File: src/rtl/spi_host_pkg.sv
`timescale 1ns/1ps
package spi_host_pkg;

  localparam int unsigned MAX_HALF = 64;

  localparam logic [1:0] ADDR_CTRL = 2'd0;
  localparam logic [1:0] ADDR_STAT = 2'd1;
  localparam logic [1:0] ADDR_DATA = 2'd2;

  // control register layout, bit 0 upward: enable, irq_en, master, polarity, phase, rate[1:0]
  typedef struct packed {
    logic [1:0] rate;
    logic       phase;
    logic       polarity;
    logic       master;
    logic       irq_en;
    logic       enable;
  } ctrl_t;

  // full divisor of the system clock for code {double, rate}
  function automatic int unsigned rate_divisor(input logic [2:0] code);
    case (code)
      3'b000:  return 4;
      3'b001:  return 16;
      3'b010:  return 64;
      3'b011:  return 128;
      3'b100:  return 2;
      3'b101:  return 8;
      3'b110:  return 32;
      default: return 64;
    endcase
  endfunction

  function automatic int unsigned half_period(input logic [2:0] code);
    return rate_divisor(code) / 2;
  endfunction

endpackage

File: src/rtl/spi_clk_div.sv
`timescale 1ns/1ps
module spi_clk_div #(
  parameter int CNT_W = 7
) (
  input  logic       clk,
  input  logic       rst_n,
  input  logic       run,
  input  logic [2:0] code,
  output logic       tick
);
  import spi_host_pkg::*;

  logic [CNT_W-1:0] cnt_q;
  logic [CNT_W-1:0] half_m1;

  assign half_m1 = CNT_W'(half_period(code) - 1);
  assign tick    = run && (cnt_q >= half_m1);

  always_ff @(posedge clk) begin
    if (!rst_n)      cnt_q <= '0;
    else if (!run)   cnt_q <= '0;
    else if (tick)   cnt_q <= '0;
    else             cnt_q <= cnt_q + 1'b1;
  end


  cnt_range_chk: assert property (@(posedge clk) disable iff (!rst_n)
    cnt_q < CNT_W'(MAX_HALF));

endmodule

File: src/rtl/spi_shift_engine.sv
`timescale 1ns/1ps
module spi_shift_engine #(
  parameter int DW = 8
) (
  input  logic          clk,
  input  logic          rst_n,
  input  logic          start,
  input  logic          abort,
  input  logic          tick,
  input  logic          phase,
  input  logic [DW-1:0] tx_byte,
  input  logic          miso,
  output logic          busy,
  output logic          level,
  output logic          mosi,
  output logic          done,
  output logic [DW-1:0] rx_final
);
  localparam int EW = $clog2(2*DW);
  localparam logic [EW-1:0] LAST = EW'(2*DW-1);

  logic          busy_q, level_q, mosi_q;
  logic [EW-1:0] edge_q;
  logic [DW-1:0] tx_q, rx_q, rx_next;
  logic          edge_ev, leading, is_last, sample_ev, setup_ev;

  assign edge_ev   = busy_q && tick;
  assign leading   = ~edge_q[0];
  assign is_last   = (edge_q == LAST);
  assign sample_ev = edge_ev && (leading ^ phase);
  assign setup_ev  = edge_ev && !(leading ^ phase) && !is_last;
  assign done      = edge_ev && is_last;
  assign rx_next   = {rx_q[DW-2:0], miso};
  assign rx_final  = sample_ev ? rx_next : rx_q;

  assign busy  = busy_q;
  assign level = level_q;
  assign mosi  = mosi_q;

  always_ff @(posedge clk) begin
    if (!rst_n) begin
      busy_q  <= 1'b0;
      level_q <= 1'b0;
      mosi_q  <= 1'b0;
      edge_q  <= '0;
      tx_q    <= '0;
      rx_q    <= '0;
    end else if (abort) begin
      busy_q  <= 1'b0;
      level_q <= 1'b0;
      edge_q  <= '0;
    end else if (start) begin
      busy_q  <= 1'b1;
      level_q <= 1'b0;
      edge_q  <= '0;
      rx_q    <= '0;
      if (!phase) begin
        mosi_q <= tx_byte[DW-1];
        tx_q   <= {tx_byte[DW-2:0], 1'b0};
      end else begin
        tx_q   <= tx_byte;
      end
    end else if (edge_ev) begin
      level_q <= ~level_q;
      edge_q  <= edge_q + 1'b1;
      if (is_last)   busy_q <= 1'b0;
      if (sample_ev) rx_q   <= rx_next;
      if (setup_ev) begin
        mosi_q <= tx_q[DW-1];
        tx_q   <= {tx_q[DW-2:0], 1'b0};
      end
    end
  end


  start_busy_chk: assert property (@(posedge clk) disable iff (!rst_n)
    start |=> busy_q);


  done_idle_chk: assert property (@(posedge clk) disable iff (!rst_n)
    done |=> (!busy_q && !level_q));

endmodule

File: src/rtl/spi_host_core.sv
`timescale 1ns/1ps
module spi_host_core #(
  parameter int DW    = 8,
  parameter int CNT_W = 7
) (
  input  logic          clk,
  input  logic          rst_n,
  input  logic [1:0]    reg_addr,
  input  logic          reg_wr,
  input  logic          reg_rd,
  input  logic [DW-1:0] reg_wdata,
  output logic [DW-1:0] reg_rdata,
  output logic          irq,
  input  logic          irq_ack,
  output logic          sck,
  output logic          mosi,
  input  logic          miso,
  input  logic          ss_n
);
  import spi_host_pkg::*;

  ctrl_t         ctrl_q;
  logic          dbl_q, flag_q, wcol_q, armed_q;
  logic [DW-1:0] data_q;

  logic wr_ctrl, wr_stat, wr_data, rd_stat, rd_data;
  logic busy, level, tick, done_ev, fault_ev, start_ev, abort_ev;
  logic clear_ev, coll_ev;
  logic [DW-1:0] rx_final;

  assign wr_ctrl = reg_wr && (reg_addr == ADDR_CTRL);
  assign wr_stat = reg_wr && (reg_addr == ADDR_STAT);
  assign wr_data = reg_wr && (reg_addr == ADDR_DATA);
  assign rd_stat = reg_rd && (reg_addr == ADDR_STAT);
  assign rd_data = reg_rd && (reg_addr == ADDR_DATA);

  assign fault_ev = ctrl_q.enable && ctrl_q.master && !ss_n;
  assign abort_ev = fault_ev || !ctrl_q.enable;
  assign start_ev = wr_data && !busy && ctrl_q.enable && ctrl_q.master && !fault_ev;
  assign coll_ev  = wr_data && busy;
  assign clear_ev = armed_q && (wr_data || rd_data);

  spi_clk_div #(.CNT_W(CNT_W)) u_div (
    .clk  (clk),
    .rst_n(rst_n),
    .run  (busy),
    .code ({dbl_q, ctrl_q.rate}),
    .tick (tick)
  );

  spi_shift_engine #(.DW(DW)) u_eng (
    .clk     (clk),
    .rst_n   (rst_n),
    .start   (start_ev),
    .abort   (abort_ev),
    .tick    (tick),
    .phase   (ctrl_q.phase),
    .tx_byte (reg_wdata),
    .miso    (miso),
    .busy    (busy),
    .level   (level),
    .mosi    (mosi),
    .done    (done_ev),
    .rx_final(rx_final)
  );

  always_ff @(posedge clk) begin
    if (!rst_n) begin
      ctrl_q  <= '0;
      dbl_q   <= 1'b0;
      flag_q  <= 1'b0;
      wcol_q  <= 1'b0;
      armed_q <= 1'b0;
      data_q  <= '0;
    end else begin
      if (wr_ctrl) ctrl_q <= ctrl_t'(reg_wdata[6:0]);
      if (fault_ev) ctrl_q.master <= 1'b0;
      if (wr_stat) dbl_q <= reg_wdata[0];

      if (done_ev) data_q <= rx_final;
      else if (wr_data && !busy) data_q <= reg_wdata;

      if (done_ev || fault_ev)      flag_q <= 1'b1;
      else if (irq_ack || clear_ev) flag_q <= 1'b0;

      if (coll_ev)       wcol_q <= 1'b1;
      else if (clear_ev) wcol_q <= 1'b0;

      if (rd_stat && flag_q) armed_q <= 1'b1;
      else if (clear_ev)     armed_q <= 1'b0;
    end
  end

  assign sck = ctrl_q.polarity ^ level;
  assign irq = flag_q && ctrl_q.irq_en;

  always_comb begin
    case (reg_addr)
      ADDR_CTRL: reg_rdata = {1'b0, ctrl_q};
      ADDR_STAT: reg_rdata = {flag_q, wcol_q, {(DW-3){1'b0}}, dbl_q};
      ADDR_DATA: reg_rdata = data_q;
      default:   reg_rdata = '0;
    endcase
  end


  done_flag_chk: assert property (@(posedge clk) disable iff (!rst_n)
    done_ev |=> flag_q);


  wcol_cause_chk: assert property (@(posedge clk) disable iff (!rst_n)
    $rose(wcol_q) |-> $past(wr_data && busy));


  fault_stop_chk: assert property (@(posedge clk) disable iff (!rst_n)
    fault_ev |=> (!ctrl_q.master && !busy));

endmodule

File: config.mk
export PLATFORM = sky130hd
export DESIGN_NAME = spi_host_core
export DESIGN_NICKNAME = d
export VERILOG_FILES = /design/src/rtl/spi_host_pkg.sv /design/src/rtl/spi_clk_div.sv /design/src/rtl/spi_shift_engine.sv /design/src/rtl/spi_host_core.sv
export SDC_FILE = /design/constraint.sdc
export NUM_CORES = 1
export LEC_CHECK = 0
export ABC_AREA = 1
export BUFFER_PORTS_ARGS = -buffer_cell sky130_fd_sc_hd__buf_2
export CAP_MARGIN = 30
export CORE_ASPECT_RATIO = 0.6
export CORE_UTILIZATION = 40
export CTS_CLUSTER_SIZE = 8
export DETAILED_ROUTE_END_ITERATION = 16
export SLEW_MARGIN = 20
export SYNTH_ARGS = -nofsm -noshare
export SYNTH_HDL_FRONTEND = slang
export SYNTH_SLANG_ARGS = --single-unit
File: constraint.sdc
create_clock -name clk -period 5.79 [get_ports clk]
set_input_delay 0.2895 -clock clk [delete_from_list [all_inputs] [get_ports clk]]
set_output_delay 0.2895 -clock clk [all_outputs]
set_load 0.02 [all_outputs]
# Word-level counts from Yosys, hierarchy flattened
# Index checks and enable logic that the tools add are counted.
# word_totals
register_bits	49
in_bits	17
out_inout_bits	11
word_cells	109
# op_classes
add_sub_neg	3
order_cmp	1
eq_ne	9
muxes	23
n_bitwise	7
reduce_logical	48
# ops
cell	count
$mux W8	9
$pmux W8 S6	1
$pmux W8 S3	1
$logic_and A1 B1 Y1	21
$reduce_bool A2 Y1	7
$mux W1	12
$eq A3 B3 Y1 const B	3
$add A7 B1 Y7 const B	1
$ge A7 B7 Y1	1
$sub A7 B1 Y7 const B	1
$logic_not A1 Y1	6
$reduce_or A3 Y1	2
$not A1 Y1	5
$add A4 B1 Y4 const B	1
$eq A4 B4 Y1 const B	1
$logic_or A1 B1 Y1	4
$reduce_and A2 Y1	2
$reduce_and A4 Y1	1
$reduce_or A2 Y1	2
$eq A3 B1 Y1 const B	1
$eq A3 B2 Y1 const B	1
$logic_not A3 Y1	1
$reduce_and A3 Y1	1
$eq A2 B1 Y1 const B	1
4 further kinds	5

# Logic depth before layout (Yosys ltp)
# Gate-level depths: netlist (run 1).
# depth
word_depth	11
mapped_depth	14
ltp_nobuf	14

# By module
# From an unflattened synthesis (run 1), not the netlist that was laid out.
# hier_totals
cells_unflattened	433
hier_area_um2	2995.4
# modules_own_cells
mod	n_inst	cells_per_inst	area_each_um2	seq_area_each_um2
spi_shift_engine	1	209	1426.4	460.4
spi_host_core	1	147	988.4	380.4
spi_clk_div	1	77	580.6	140.1

# Worst setup path after synthesis (run 1)
# Ideal clock, no wire load.
# synth_path
path_kind	register to register
from	reg ctrl_q[5] (netlist bit)
to	reg data_q[1]
setup_ps	113
arrival_time_ps	1733
required_ps	5677
setup_slack_ps	3944
path_stages_with_launch	13
path_buffers	1
period_less_slack_ps	1846
cell_sequence	dfxtp_1 o21ai_0 ha_1 nand2_1 nor2_1 nand3_1 nand3_2 nand2_2 nor2_4 inv_2 buf_6 o21ai_1 inv_1
# synth_between
elab_chain_len	9
word_cells_on_any_way	16
cone_classes	1 x add/sub; 1 x order compare; 5 x eq/ne; 3 x mux; 6 x reduce/logical
# synth_lines
element	line_no	text
start: declaration	spi_host_core.sv:22	ctrl_t ctrl_q;
start signal: assignment	spi_host_core.sv:76	if (wr_ctrl) ctrl_q <= ctrl_t'(reg_wdata[6:0]);
$eq A3 B3 Y1, or another cell as far along	spi_host_pkg.sv:22	case (code)
$pmux W8 S6 (*)	spi_host_pkg.sv:22	
$sub A7 B1 Y7 (*)	spi_clk_div.sv:16	assign half_m1 = CNT_W'(half_period(code) - 1);
$ge A7 B7 Y1 (*)	spi_clk_div.sv:17	assign tick = run && (cnt_q >= half_m1);
$logic_and A1 B1 Y1 (*)	spi_clk_div.sv:17	
$logic_and A1 B1 Y1 (*)	spi_shift_engine.sv:27	assign edge_ev = busy_q && tick;
$logic_and A1 B1 Y1	spi_shift_engine.sv:30	assign sample_ev = edge_ev && (leading ^ phase);
$mux W8	-	
$mux W8	spi_host_core.sv:80	if (done_ev) data_q <= rx_final;
end signal: assignment	spi_host_core.sv:80	
end signal: assignment	spi_host_core.sv:81	else if (wr_data && !busy) data_q <= reg_wdata;
end: declaration	spi_host_core.sv:24	logic [DW-1:0] data_q;
# Every way passes the cells marked *; elsewhere a longest branch is shown, timed or not.
# A chain may end at the register's enable or synchronous reset.

# Worst setup path after layout (run 1)
# layout_path
from	reg dbl_q
to	reg data_q[0]
# layout_between
elab_chain_len	9
word_cells_on_any_way	16
cone_classes	1 x add/sub; 1 x order compare; 5 x eq/ne; 3 x mux; 6 x reduce/logical
# layout_lines
element	line_no	text
start: declaration	spi_host_core.sv:23	logic dbl_q, flag_q, wcol_q, armed_q;
start signal: assignment	spi_host_core.sv:78	if (wr_stat) dbl_q <= reg_wdata[0];
$eq A3 B3 Y1, or another cell as far along	spi_host_pkg.sv:22	
$pmux W8 S6 (*)	spi_host_pkg.sv:22	
$sub A7 B1 Y7 (*)	spi_clk_div.sv:16	
$ge A7 B7 Y1 (*)	spi_clk_div.sv:17	
$logic_and A1 B1 Y1 (*)	spi_clk_div.sv:17	
$logic_and A1 B1 Y1 (*)	spi_shift_engine.sv:27	
$logic_and A1 B1 Y1	spi_shift_engine.sv:30	
$mux W8	-	
$mux W8	spi_host_core.sv:80	
# Marks and branches as above.

==> results_dict.tcl, run 1 <==
set metrics [dict create \
    power_density_nw_per_um2 206 \
    holdPathStages 3 \
    ant_nets 0 \
    pin_count 28 \
    cts_resized 0 \
    rrSetupSlack_ns 3.40 \
    core.rowCount 22 \
    antenna_found_initial 0 \
    worstMarginPinSlew_ns 0.826 \
    vias_per_cell 5.07 \
    start_util 0.426 \
    finalWirelength_mm 6.67 \
    synth.avg_cell_area_um2 6.93 \
    cts_buffers 5 \
    postSynthCellCount 386 \
    clk_pin_slew_ns 0.09 \
    clockBufferDepth 2 \
    vdd.ir_drop.worst_mv 0.0994 \
    maxCapViolCount 0 \
    wl_per_cell_um 13.5 \
    clkLatencyLatePin_ns 0.31 \
    synth.largest_area_cell "dfxtp_1" \
    layout_min_cycle_time_ns 2.39 \
    finalSetupViolations 0 \
    grt_pass1_wl_mm 11.3 \
    area_delta_synth_final_pct 9.59 \
    finalHoldViolCount 0 \
    place_hpwl_mm 5.03 \
    synth_warnings 0 \
    post-route-period-util 0.412 \
    hold_start "reg_rd" \
    grt_overflow_total 0 \
    grt.total_usage 0.212 \
    die_x_um 108 \
    critical_path_class "reg -> reg" \
    gp_congestion 0.839 \
    cellLeakagePower_nw 1.17 \
    min_to "armed_q" \
    rsz0062_at_grt "no" \
    drt_iter0_drc 153 \
    wl_met3_um 470 \
    cp-start-kind "register" \
    required_ns 6.03 \
    vias 2499 \
    highest_layer "met4" \
    final_layout_size_suffix_gt1_frac 0.142 \
    port_buffers 27 \
    cp.arrival_ns 2.63 \
    final_nets 434 \
    clock-skew-final_ns 0.00686 \
    drcViolationCount 0 \
    n_antenna_cell 0 \
    rr_endpoint "data_q[0]" \
    cts_root_buffer "clkbuf_8" \
    status "completed" \
    firstDrtPassIters 5 \
    grt_pass1_vias 2209 \
    grt_max_degree 22 \
    syn-cell-area_um2 2670 \
    core-area_um2 6280 \
    cts_setup_buffers 0 \
    slew_headroom 0.449 \
    slew_violations 0 \
    crit_path_max_fanout 15 \
    endpoint_kind "register" \
    synth_top_area_share 0.367 \
    cts_hold_buf 0 \
    synthTopCellsByArea "dfxtp_1 37%, nand2_1 14%, inv_1 6.6%" \
    layout_commonest_cell "nand2_1" \
    r2r_start "dbl_q" \
    hold_slack_ns 0.244 \
    ys_ff_latch 49 \
    wl_met2_mm 2.59 \
    max_freq_ghz 0.419 \
    tritoncts "done" \
    min_path_type "in -> reg" \
    r2r_cells 12 \
    die_height_um 65.3 \
    htreeDepth 2 \
    mostFrequentLayoutCells "99 x nand2_1, 49 x dfxtp_1, 47 x inv_1" \
    cts.sinks 49 \
    ys_seq_area_frac 0.367 \
    ys_types 36 \
    wl_met1_mm 3.52 \
    syn_nets 412 \
    dieArea_um2 7030 \
    timing.setup.tns_ns 0 \
]
==> power by group <==
group / switching [mW] / total [mW] / internal [mW]
registers: 0.00528 / 0.347 / 0.342
clock network: 0.118 / 0.202 / 0.0841
logic: 0.0362 / 0.0540 / 0.0178
==> synthesized netlist by cell type (all sizes together) <==
cell type,n
nand2,103
inv,52
dfxtp,49
o21ai,46
a21oi,33
nor2,31
nand3,19
ha,9
buf,6
clkbuf,6
nor3,6
mux2i,5
xor2,4
o21a,3
nor3b,2
o221ai,2
or2,2
xnor2,2
a31oi,1
a32oi,1
clkinv,1
conb,1
nand4,1
nor4,1
==> metal layers <==
layer  global-route usage  vias to the layer above
li1                     -                     1281
met1                0.324                     1135
met2                0.296                       72
met3               0.0437                       11
met4               0.0531                        0
met5                    0                        -
==> logic make-up after synthesis <==
kind of cell | share of synthesized area
AO/OA/AOI/OAI | 0.178
XOR/XNOR | 0.0197
adder cells (fa/ha/maj) | 0.0421
buffers and inverters | 0.0997
flip-flops | 0.367
multiplexers | 0.0187
other | 0.00140
AND/OR/NAND/NOR | 0.273
==> area by class of cell <==
class | instances | area [µm²]
Clock buffer | 6 | 72.6
Clock inverter | 2 | 10.0
Sequential cell | 49 | 981
Timing Repair Buffer | 27 | 135
Fill cell | 670 | 3350
Inverter | 53 | 200
Tap cell | 84 | 105
Multi-Input combinational cell | 272 | 1430
==> through the flow <==
step | setup slack, ns | std cells | util | total power [mW] | area (µm²)
3_5_place_dp | 3.47 | 485 | 0.454 | 0.409 | 2850
3_3_place_gp | 3.52 | 485 | 0.454 | 0.409 | 2850
4_1_cts | 3.43 | 493 | 0.467 | 0.609 | 2930
6_report | 3.40 | 493 | 0.467 | 0.603 | 2930
2_1_floorplan | 3.94 | 386 | - | 0.388 | 2670
5_1_grt | 3.21 | 493 | 0.467 | 0.634 | 2930
==> worst max path at each step <==
stage,slack (ns),startpoint,cells past startpoint,end
2_1_floorplan,3.94,ctrl_q[5],12,data_q[1]
3_3_place_gp,3.52,dbl_q,12,data_q[0]
3_5_place_dp,3.47,dbl_q,12,data_q[0]
4_1_cts,3.43,dbl_q,12,data_q[0]
5_1_grt,3.21,dbl_q,12,data_q[0]
6_report,3.40,dbl_q,12,data_q[0]
==> flip-flops by register name, indices dropped and copies added, names as in the netlist <==
signal        flops
u_eng.mosi        1
flag_q            1
u_eng.level       1
u_eng.edge_q      4
u_eng.busy        1
armed_q           1
ctrl_q            7
dbl_q             1
data_q            8
wcol_q            1
u_div.cnt_q       7
u_eng.tx_q        8
u_eng.rx_q        8
==> worst max-delay path, stage by stage (launching register included) <==
cell and delay, ns:
dfxtp_1 0.37, inv_1 0.09, a21oi_1 0.19, ha_1 0.29
a21oi_1 0.14, nand2_1 0.09, nand2_1 0.07, nand3_2 0.09
nand2_2 0.25, nor2_4 0.11, inv_2 0.23, o21ai_0 0.21
a21oi_1 0.18
(Power assumes the default switching activity.)
==> run 2, diff against run 1 <==
ABC_AREA = 0   (was 1)
clock period = 2.5 ns   (was 5.79 ns; I/O delays follow)
==> run 2 against run 1 <==
Effect of this change: final area rose by 6.4%; maximum frequency down 0.58%; combinational power grew to 2.5 times the previous value; global-route usage decreased by 1.4 points; hold slack got worse by 0.16 ns; largest cell class unchanged.
==> results_dict.tcl, run 2 <==
set metrics [dict create \
    cts_buffers 5 \
    ys_seq_area_frac 0.368 \
    layout.cells.non_filler 415 \
    postSynthCellCount 293 \
    max_freq_ghz 0.417 \
    syn-cell-area_um2 2670 \
    grt_max_degree 26 \
    post-route-period-util 0.960 \
    n_antenna_cell 0 \
    crit_top_cell "a211oi_2" \
    final_nets 356 \
    synthArstFlopShare 0 \
    vias 2186 \
    slew_violations 0 \
    cp_slowest_cell "o31a_4" \
    layout_min_cycle_time_ns 2.40 \
    required_ns 2.70 \
    slowest_delay_ns 0.39 \
    top_regs "data_q: 8 flops, u_eng.rx_q: 8 flops, u_eng.tx_q: 8 flops" \
    maxCapViolCount 0 \
    syn_nets 319 \
    cp_cell_sequence "or3_4 > ha_1 > nand2b_4 > a211oi_2 > o31a_4 > a211oi_2 > o21ai_2 > a32o_1" \
    placed_cells 404 \
    critical_path_class "reg -> reg" \
    ant_nets 0 \
    cp.arrival_ns 2.60 \
    grt_overflow_total 0 \
    synthTopCellsByCount "49 x dfxtp_1, 43 x mux2i_1, 38 x nand2_1, 21 x nor2_1, 18 x o21ai_0" \
    die_x_um 107 \
    synth.largest_area_cell "dfxtp_1" \
    synth_top_area_share 0.368 \
    pin_count 28 \
    cts.sinks 49 \
    cellLeakagePower_nw 1.23 \
    clkLatencyLatePin_ns 0.30 \
    cp-start-kind "register" \
    place_hpwl_mm 4.82 \
    finalSetupViolations 0 \
    gp_congestion 0.759 \
    grt_pass1_vias 2017 \
    dominantRegCellSynth "dfxtp_1" \
    power_density_nw_per_um2 488 \
    port_buffers 27 \
    antenna_found_initial 0 \
    dieArea_um2 7010 \
    finalHoldViolCount 0 \
    die_height_um 65.3 \
    synth_edf_count 0 \
    endpoint_kind "register" \
    grt.total_usage 0.198 \
    vias_per_cell 5.27 \
    holdPathStages 2 \
    htreeDepth 2 \
    vdd.ir_drop.worst_mv 0.214 \
    clk_pin_slew_ns 0.08 \
    final_layout_size_suffix_gt1_frac 0.205 \
    yosysMostFrequentCell "dfxtp_1" \
    r2r_cells 8 \
    status "completed" \
    firstDrtPassIters 4 \
    synthTopCellsByArea "dfxtp_1 37%, mux2i_1 16%, nand2_1 5.3%" \
    drcViolationCount 0 \
    crit_path_max_fanout 8 \
    min_path_type "in -> reg" \
    ys_types 46 \
    synth_warnings 0 \
    cts_root_buffer "clkbuf_8" \
    wl_per_cell_um 15.4 \
    ys_ff_latch 49 \
    area_delta_synth_final_pct 16.8 \
    finalWirelength_mm 6.38 \
    drt_iter0_drc 144 \
    layout_commonest_cell "dfxtp_1" \
    synth.avg_cell_area_um2 9.10 \
    mostFrequentLayoutCells "47 x dfxtp_1, 42 x mux2i_1, 38 x nand2_1" \
    tritoncts "done" \
    final_util 0.497 \
    start_util 0.425 \
    clock-skew-final_ns 0.00607 \
    core-area_um2 6280 \
    grt_pass1_wl_mm 10.5 \
    core.rowCount 22 \
    clockBufferDepth 2 \
]
[run 2: changes by cell type in the layout (fill, tap and decap cells not counted), moves of 7 or more]
cell / previous run / this run
a21oi_1: 26 / 4
a21oi_2: 7 / 0
a22o_1: 0 / 8
and3_1: 0 / 11
buf_4: 0 / 14
inv_1: 47 / 6
mux2i_1: 5 / 42
nand2_1: 99 / 38
nand3_1: 15 / 7
nor2_1: 28 / 21
nor2b_1: 0 / 11
o211ai_1: 0 / 9
o21ai_0: 35 / 18
o21ai_1: 11 / 1
[run 2: path summary, 6_finish.rpt]
path	start	endpoint	slack, ns
worst max-delay path	ctrl_q[5]	u_eng.rx_q[0]	0.1
worst max register to register	ctrl_q[5]	u_eng.rx_q[0]	0.1
worst min register to register	u_eng.tx_q[4]	u_eng.tx_q[4]	0.46
worst min-delay path	miso	u_eng.rx_q[0]	0.08
[run 2: critical path: cells and delay by family, from the launching register on]
kind | cells | cell delay [ns]
AO/OA/AOI/OAI | 5 | 1.15
adder cells (fa/ha/maj) | 1 | 0.28
flip-flops | 1 | 0.37
AND/OR/NAND/NOR | 2 | 0.49
[run 2: report_power, final]
group,switching [mW],leakage [nW],internal [mW],total (mW)
logic,0.0803,0.774,0.0543,0.135
clock network,0.264,0.0585,0.326,0.591
registers,0.00660,0.397,0.788,0.795
[run 2: final cells by class]
type	instances	area, µm²
well taps	84	105
clock inverters	1	30.0
multi-input cells	225	1620
flip-flops and latches	49	986
clock buffers	7	86.3
inverters	6	22.5
repair buffers	43	263
fillers	599	3160
[run 2: per-layer routing]
layer	GRT usage	routed length (µm)	vias up
met5	0	0	-
li1	-	-	1125
met3	0.0427	318	7
met2	0.247	2280	51
met1	0.323	3720	1003
met4	0.0514	55	0
[run 2: cell families after synthesis]
group,count (synthesis),share of synthesized area
adders and majority gates,9,0.0422
and+or+nand+nor,103,0.189
DFF,49,0.368
other,1,0.00141
xor gates and xnor gates,10,0.0328
muxes,45,0.170
AOI/OAI and AO/OA,57,0.164
buffers and inverters,19,0.0338
[run 2: through the flow]
step                hold slack [ns]  power [mW]  worst slack [ns]  instance area, µm²  setup TNS, ns
finish                       0.0828        1.52            0.0993                3120              0
global route                 0.0891        1.59           -0.0167                3120        -0.0507
CTS                          0.0718        1.53            0.0334                3050              0
detailed placement            0.390       0.943            0.0566                2940              0
global placement              0.383       0.942             0.107                2940              0
floorplan                     0.279       0.894             0.207                2670              0
[run 2: repair_timing]
item / 4_1_cts / 5_1_grt
resized for setup: 0 / 10
hold buffers: 0 / 0
endpoints found under the setup margin: 0 / 14
buffers inserted: 0 / 3
